## src/rtl/fault_ring_pkg.sv

```systemverilog
package fault_ring_pkg;
    localparam int REC_WORDS  = 8;
    localparam int WORD_IDX_W = $clog2(REC_WORDS);
    localparam int REC_SHIFT  = $clog2(REC_WORDS * 4);
    localparam int BASE_W     = 64;

    typedef struct packed {
        logic [63:0] inst;
        logic [63:0] addr;
        logic [63:0] stamp;
        logic [7:0]  engine;
        logic [4:0]  gpc;
        logic        hub;
        logic [3:0]  access;
        logic [6:0]  client;
        logic [4:0]  reason;
    } fault_rpt_t;

    typedef enum logic [2:0] {
        REG_CFG     = 3'd0,
        REG_BASE_LO = 3'd1,
        REG_BASE_HI = 3'd2,
        REG_GET     = 3'd3,
        REG_PUT     = 3'd4,
        REG_STAT    = 3'd5
    } reg_sel_e;

    typedef enum logic {
        ST_IDLE  = 1'b0,
        ST_WRITE = 1'b1
    } wr_state_e;

    function automatic logic [31:0] pack_detail(input fault_rpt_t f);
        return {1'b1, 2'b00, f.gpc, 3'b000, f.hub, f.access, 1'b0, f.client, 3'b000, f.reason};
    endfunction

    function automatic logic [31:0] record_word(input fault_rpt_t f, input logic [WORD_IDX_W-1:0] idx);
        logic [31:0] w;
        case (idx)
            3'd0:    w = f.inst[31:0];
            3'd1:    w = f.inst[63:32];
            3'd2:    w = f.addr[31:0];
            3'd3:    w = f.addr[63:32];
            3'd4:    w = f.stamp[31:0];
            3'd5:    w = f.stamp[63:32];
            3'd6:    w = {24'h0, f.engine};
            default: w = pack_detail(f);
        endcase
        return w;
    endfunction
endpackage

```

## src/rtl/fault_ring_regs.sv

```systemverilog
module fault_ring_regs
    import fault_ring_pkg::*;
#(
    parameter int PTR_W = 20
) (
    input  logic              clk,
    input  logic              rst,
    input  logic              reg_wr,
    input  logic [2:0]        reg_addr,
    input  logic [31:0]       reg_wdata,
    output logic [31:0]       reg_rdata,
    input  logic [PTR_W-1:0]  put_ptr,
    input  logic              ovf_set,
    output logic              enable,
    output logic [PTR_W-1:0]  entry_count,
    output logic [BASE_W-1:0] base_addr,
    output logic [PTR_W-1:0]  get_ptr,
    output logic              overflow
);
    localparam int PAD_W = 31 - PTR_W;

    reg_sel_e sel;
    logic     ovf_clr;
    logic     unused_wdata;

    assign sel          = reg_sel_e'(reg_addr);
    assign ovf_clr      = reg_wr && (sel == REG_STAT) && reg_wdata[0];
    assign unused_wdata = ^reg_wdata;

    always_ff @(posedge clk) begin
        if (rst) begin
            enable      <= 1'b0;
            entry_count <= '0;
            base_addr   <= '0;
            get_ptr     <= '0;
            overflow    <= 1'b0;
        end else begin
            if (reg_wr) begin
                case (sel)
                    REG_CFG: begin
                        enable      <= reg_wdata[31];
                        entry_count <= reg_wdata[PTR_W-1:0];
                    end
                    REG_BASE_LO: base_addr[31:0]  <= reg_wdata;
                    REG_BASE_HI: base_addr[63:32] <= reg_wdata;
                    REG_GET:     get_ptr          <= reg_wdata[PTR_W-1:0];
                    default: ;
                endcase
            end
            overflow <= ovf_set | (overflow & ~ovf_clr);
        end
    end

    always_comb begin
        case (sel)
            REG_CFG:     reg_rdata = {enable, {PAD_W{1'b0}}, entry_count};
            REG_BASE_LO: reg_rdata = base_addr[31:0];
            REG_BASE_HI: reg_rdata = base_addr[63:32];
            REG_GET:     reg_rdata = {{(32-PTR_W){1'b0}}, get_ptr};
            REG_PUT:     reg_rdata = {{(32-PTR_W){1'b0}}, put_ptr};
            REG_STAT:    reg_rdata = {31'h0, overflow};
            default:     reg_rdata = 32'h0;
        endcase
    end

    // overflow is sticky until a clearing write
    p_ovf_sticky_r6: assert property (@(posedge clk) disable iff (rst)
        (overflow && !(reg_wr && reg_addr == 3'd5 && reg_wdata[0])) |=> overflow);
endmodule

```

## src/rtl/fault_ring_seq.sv

```systemverilog
module fault_ring_seq
    import fault_ring_pkg::*;
#(
    parameter int PTR_W = 20
) (
    input  logic              clk,
    input  logic              rst,
    input  logic              enable,
    input  logic [PTR_W-1:0]  entry_count,
    input  logic [BASE_W-1:0] base_addr,
    input  logic [PTR_W-1:0]  get_ptr,
    input  logic              flt_valid,
    input  fault_rpt_t        flt_rpt,
    output logic              flt_ready,
    output logic              mem_wr_valid,
    input  logic              mem_wr_ready,
    output logic [BASE_W-1:0] mem_wr_addr,
    output logic [31:0]       mem_wr_data,
    output logic [PTR_W-1:0]  put_ptr,
    output logic              ovf_set
);
    wr_state_e               state_q;
    fault_rpt_t              rec_q;
    logic [WORD_IDX_W-1:0]   idx_q;
    logic [PTR_W-1:0]        put_q;
    logic [PTR_W-1:0]        put_inc;
    logic [PTR_W-1:0]        put_next;
    logic                    full;
    logic                    accept;
    logic                    take;
    logic                    word_done;
    logic                    last_word;

    assign put_inc   = put_q + PTR_W'(1);
    assign put_next  = (put_inc == entry_count) ? '0 : put_inc;
    assign full      = (put_next == get_ptr);
    assign flt_ready = (state_q == ST_IDLE);
    assign accept    = flt_valid && flt_ready;
    assign take      = accept && enable && !full;
    assign ovf_set   = accept && enable && full;

    assign mem_wr_valid = (state_q == ST_WRITE);
    assign word_done    = mem_wr_valid && mem_wr_ready;
    assign last_word    = (idx_q == WORD_IDX_W'(REC_WORDS - 1));
    assign mem_wr_data  = record_word(rec_q, idx_q);
    assign mem_wr_addr  = base_addr
                        + ({{(BASE_W-PTR_W){1'b0}}, put_q} << REC_SHIFT)
                        + {{(BASE_W-WORD_IDX_W-2){1'b0}}, idx_q, 2'b00};
    assign put_ptr      = put_q;

    always_ff @(posedge clk) begin
        if (rst) begin
            state_q <= ST_IDLE;
            rec_q   <= '0;
            idx_q   <= '0;
            put_q   <= '0;
        end else begin
            case (state_q)
                ST_IDLE: begin
                    if (take) begin
                        rec_q   <= flt_rpt;
                        idx_q   <= '0;
                        state_q <= ST_WRITE;
                    end
                end
                default: begin
                    if (word_done) begin
                        idx_q <= idx_q + WORD_IDX_W'(1);
                        if (last_word) begin
                            put_q   <= put_next;
                            state_q <= ST_IDLE;
                        end
                    end
                end
            endcase
        end
    end

    // word held while memory stalls
    p_wr_hold_r9: assert property (@(posedge clk) disable iff (rst)
        (mem_wr_valid && !mem_wr_ready) |=> (mem_wr_valid && $stable(mem_wr_addr) && $stable(mem_wr_data)));
    // no new report while a record is in flight
    p_busy_not_ready_r8: assert property (@(posedge clk) disable iff (rst)
        mem_wr_valid |-> !flt_ready);
    // producer pointer steps by one or wraps to zero
    p_put_step_r4: assert property (@(posedge clk) disable iff (rst)
        (put_q != $past(put_q)) |-> (put_q == $past(put_q) + PTR_W'(1) || put_q == '0));
    // a dropped report starts no write and leaves the pointer alone
    p_drop_r6: assert property (@(posedge clk) disable iff (rst)
        ovf_set |=> (!mem_wr_valid && $stable(put_q)));
    // disabled buffer starts no write
    p_disabled_r7: assert property (@(posedge clk) disable iff (rst)
        (flt_valid && flt_ready && !enable) |=> !mem_wr_valid);
endmodule

```

## src/rtl/fault_ring_writer.sv

```systemverilog
module fault_ring_writer
    import fault_ring_pkg::*;
#(
    parameter int PTR_W = 20
) (
    input  logic        clk,
    input  logic        rst,
    input  logic        reg_wr,
    input  logic [2:0]  reg_addr,
    input  logic [31:0] reg_wdata,
    output logic [31:0] reg_rdata,
    input  logic        flt_valid,
    output logic        flt_ready,
    input  logic [63:0] flt_inst,
    input  logic [63:0] flt_addr,
    input  logic [63:0] flt_stamp,
    input  logic [7:0]  flt_engine,
    input  logic [4:0]  flt_gpc,
    input  logic        flt_hub,
    input  logic [3:0]  flt_access,
    input  logic [6:0]  flt_client,
    input  logic [4:0]  flt_reason,
    output logic        mem_wr_valid,
    input  logic        mem_wr_ready,
    output logic [63:0] mem_wr_addr,
    output logic [31:0] mem_wr_data,
    output logic        pending
);
    fault_rpt_t        rpt;
    logic              enable;
    logic [PTR_W-1:0]  entry_count;
    logic [BASE_W-1:0] base_addr;
    logic [PTR_W-1:0]  get_ptr;
    logic [PTR_W-1:0]  put_ptr;
    logic              ovf_set;
    logic              overflow;
    logic              unused_ovf;

    assign rpt = '{inst: flt_inst, addr: flt_addr, stamp: flt_stamp, engine: flt_engine,
                   gpc: flt_gpc, hub: flt_hub, access: flt_access, client: flt_client,
                   reason: flt_reason};
    assign unused_ovf = overflow;

    fault_ring_regs #(.PTR_W(PTR_W)) u_regs (
        .clk         (clk),
        .rst         (rst),
        .reg_wr      (reg_wr),
        .reg_addr    (reg_addr),
        .reg_wdata   (reg_wdata),
        .reg_rdata   (reg_rdata),
        .put_ptr     (put_ptr),
        .ovf_set     (ovf_set),
        .enable      (enable),
        .entry_count (entry_count),
        .base_addr   (base_addr),
        .get_ptr     (get_ptr),
        .overflow    (overflow)
    );

    fault_ring_seq #(.PTR_W(PTR_W)) u_seq (
        .clk          (clk),
        .rst          (rst),
        .enable       (enable),
        .entry_count  (entry_count),
        .base_addr    (base_addr),
        .get_ptr      (get_ptr),
        .flt_valid    (flt_valid),
        .flt_rpt      (rpt),
        .flt_ready    (flt_ready),
        .mem_wr_valid (mem_wr_valid),
        .mem_wr_ready (mem_wr_ready),
        .mem_wr_addr  (mem_wr_addr),
        .mem_wr_data  (mem_wr_data),
        .put_ptr      (put_ptr),
        .ovf_set      (ovf_set)
    );

    assign pending = enable && (get_ptr != put_ptr);

    // nothing pending while disabled or empty
    p_pending_off_r5: assert property (@(posedge clk) disable iff (rst)
        (!enable || get_ptr == put_ptr) |-> !pending);
endmodule

```

## config.mk

```make
export PLATFORM = sky130hd
export DESIGN_NAME = fault_ring_writer
export DESIGN_NICKNAME = d
export VERILOG_FILES = /design/src/rtl/fault_ring_pkg.sv /design/src/rtl/fault_ring_regs.sv /design/src/rtl/fault_ring_seq.sv /design/src/rtl/fault_ring_writer.sv
export SDC_FILE = /design/constraint.sdc
export NUM_CORES = 1
export LEC_CHECK = 0
export CORE_MARGIN = 1
export CORE_UTILIZATION = 67
export DETAILED_ROUTE_END_ITERATION = 12
export DONT_BUFFER_PORTS = 1
export GPL_TIMING_DRIVEN = 1
export PLACE_DENSITY = 0.83
export SYNTH_ARGS = -nofsm -noshare
export SYNTH_HDL_FRONTEND = slang
export SYNTH_SLANG_ARGS = --single-unit
```

## constraint.sdc

```tcl
create_clock -name clk -period 9.1 [get_ports clk]
set_clock_uncertainty 0.05 [all_clocks]
set_input_delay 1.82 -clock clk [delete_from_list [all_inputs] [get_ports clk]]
set_output_delay 1.82 -clock clk [all_outputs]
set_load 0.1 [all_outputs]
```

==> impl_metrics.py <==
metrics = {
    "placed_design": {
        "place_area_sq_mm": 0.0217,
        "place_congestion": 1.01,
        "hpwlAfterDp_mm": 44.3,
        "portBuffers": 0,
    },
    "clock_tree": {
        "cts.repair.resized": 0,
        "clockBufferDepth": 3,
        "clock_latency_ns": 0.54,
        "cts_max_level": 2,
        "cts_tree": "built",
        "clkTransAtPathRegs_ns": 0.06,
        "numCtsBuffers": 39,
        "cts.sinks": 352,
        "ctsHoldBuffers": 0,
        "cts_setup_buffers": 0,
        "cts-root-buf": "clkbuf_16",
    },
    "floorplanning": {
        "die_area_sq_mm": 0.0317,
        "die_w_um": 178,
        "start_util_pct": 67.9,
        "fp-row-count": 64,
        "core_area_sq_mm": 0.0306,
        "die_h_um": 178,
        "num_io_pins": 393,
    },
    "sta": {
        "slew_viol_final": 0,
        "slew_headroom_pct": 9.97,
        "finalHoldViolCount": 0,
        "setup_viol": 0,
        "whs_ns": 0.425,
        "setup-tns-final_ns": 0,
        "max_freq_mhz": 144,
        "rsz0062_at_grt": "no",
        "worst_pin_slew_ns": 1.35,
        "period_needed_ns": 6.94,
        "fin_crit_sh_pct": 76.2,
    },
    "critical_path": {
        "worstPathRequired_ns": 7.23,
        "critPathTopFamily": "compound AO/OA/AOI/OAI gates",
        "critPathMaxFanout": 46,
        "max_stage_delay_ns": 0.93,
        "cp-startpoint": "u_seq.idx_q[2]$_SDFFE_PP0P_",
        "critPathKind": "flip-flop to output pin",
        "cp_common_cell": "o21ai_0",
        "cp_cell_sequence": "buf_4, ha_1, nor2b_1, o21ai_0, a21boi_0, o21ai_0, a21oi_1, o21a_1, a311o_1, nand4_1, nor2_1, xor2_2",
        "r2r_start": "u_seq.put_ptr[2]$_SDFFE_PP0P_",
        "endpoint_kind": "output pin",
        "critPathArrivalTime_ns": 5.07,
        "cpMaxStageDelayCell": "xor2_2",
        "path_buf_inv": 1,
        "cp-start-kind": "flip-flop",
    },
    "detailed_routing": {
        "viasPerCell": 6.48,
        "routed_wl_mm": 64.8,
        "first_pass_iters": 6,
        "vias": 18300,
        "wl_per_cell_um": 23.0,
        "drc": 0,
        "drt-initial-drc-count": 2096,
        "ant_nets": 0,
    },
    "synth": {
        "ys.flop_type": "dfxtp_1",
        "syn_area_sq_mm": 0.0208,
        "synth_area_per_cell_sq_um": 8.39,
        "ys.warnings.count": 0,
        "ys_types": 83,
        "syn_inst": 2478,
        "syn_nets": 2772,
        "ys_ff_latch": 352,
        "yosysSeqAreaShare_pct": 33.9,
        "synth_enable_flop_cells": 0,
        "postSynth.asyncResetShare_pct": 0,
    },
    "cells_and_area": {
        "n_fill_cell": 2131,
        "drive_above_1_share_pct": 12.3,
        "area_growth_pct": 10.9,
        "design_area_sq_mm": 0.0231,
        "layout.nets": 2690,
    },
    "global_routing": {
        "grt_pass1_wl_mm": 97.9,
        "grt_util_all_layers_pct": 39.7,
        "grt_max_degree": 578,
        "antenna_found_initial": 1,
        "overflow": 0,
        "grt_pass1_vias": 17400,
    },
    "run": {
        "maxCapViolations": 0,
    },
    "power": {
        "p_per_area_mw_per_mm2": 154,
        "p_leak_nw": 8.26,
        "ir_worst_vdd_v": 0.000256,
    },
    "outcome": {
        "status": "complete, no violations",
    },
    "hold_path": {
        "min_from": "u_seq.rec_q[175]$_SDFFE_PP0P_",
        "hp-class": "flip-flop to flip-flop",
    },
}
-- cell type report --
cell class | count | area [sq um] | share of cell area [%]
antenna | 1 | 2.50 | 0.0109
clock buffer | 52 | 1120 | 4.84
clock inverter | 20 | 279 | 1.21
inverter | 39 | 146 | 0.635
multi-input combinational | 1890 | 13300 | 57.9
sequential | 352 | 7050 | 30.6
tap | 396 | 495 | 2.15
timing repair buffer | 74 | 628 | 2.72
-- through the flow --
step                      total power [W]  instances  util [%]  worst slack (ns)
after global placement            0.00185       2751      70.8              2.85
after floorplan                   0.00184       2478         -              1.39
final                             0.00354       2824      75.4              2.16
after detailed placement          0.00186       2751      70.8              2.81
after global routing              0.00362       2824      75.4              1.81
after CTS                         0.00354       2823      75.4              2.19
-- worst register-to-register path: cells and delay by family, from the launching register on --
family	cells	cell delay, ns
compound gates	4	2.01
buf+inv	1	0.42
flops	1	0.73
mux	1	0.38
simple gates	5	2.45
-- power by group --
group          total [W]  switching (W)  internal [W]
combinational   0.000248       0.000154     0.0000943
sequential       0.00158      0.0000232       0.00156
clock            0.00171       0.000675       0.00104
total            0.00354       0.000852       0.00269
-- sequential cells by signal, indices dropped and copies added, names as in the netlist --
| register | count |
|---|---|
| u_regs.base_addr | 64 |
| u_regs.enable | 1 |
| u_regs.entry_count | 20 |
| u_regs.get_ptr | 20 |
| u_regs.overflow | 1 |
| u_seq.idx_q | 3 |
| u_seq.mem_wr_valid | 1 |
| u_seq.put_ptr | 20 |
| u_seq.rec_q | 222 |
-- worst paths after layout --
| kind | end | slack, ns | cells after the start |
|---|---|---|---|
| max | mem_wr_addr[58] | 2.16 | 12 |
| min | u_seq.rec_q[175]$_SDFFE_PP0P_ | 0.42 | 2 |
| max reg2reg | u_seq.rec_q[43]$_SDFFE_PP0P_ | 2.99 | 11 |
| min reg2reg | u_seq.rec_q[175]$_SDFFE_PP0P_ | 0.42 | 2 |
-- per-layer routing --
metal,track usage [%],up-vias,share of wire [%],routed length [um]
met5,0,-,0,0
met4,22.6,0,5.9,3830
met3,11.2,239,11,7030
met2,65.0,1086,46,30000
met1,46.6,8616,37,23900
li1,-,8345,-,-
-- layout by cell type, fill, tap and decap left out, types with 31 or more instances in the layout --
cell / instances
a222oi_1: 40
inv_1: 38
nand2b_1: 458
xnor2_2: 31
clkbuf_16: 42
mux2i_1: 260
xnor2_1: 36
nor2_1: 103
a21oi_1: 168
buf_4: 69
mux2_2: 40
nand3_1: 36
nand2_1: 306
dfxtp_1: 351
-- Yosys cell counts, drive strengths merged, types with 17 or more instances --
cell type,n,share of area (%)
nand2,306,5.5
buf,46,1.6
inv,38,0.69
nand3,37,0.92
o22ai,19,0.57
nor2,108,2.0
mux2i,260,13
ha,31,1.9
a21oi,175,4.2
a31oi,20,0.60
dfxtp,352,34
a222oi,40,1.9
clkbuf,151,2.7
xor2,48,2.0
o21ai,26,0.63
nor4,17,0.51
nor3,29,0.72
nand2b,458,14
mux2,40,2.2
xnor2,67,2.8
-- logic make-up (layout without fill, tap and decap cells) --
group	after synthesis	after routing	share of synthesized area (%)
flops	352	352	33.9
xor+xnor	116	116	4.95
other cells	0	1	0
buf+inv	236	185	5.01
compound gates	395	395	12.8
fa+ha+maj	32	32	1.96
simple gates	1047	1047	26.7
mux	300	300	14.7
No activity file was read; power rests on OpenSTA's default activity.
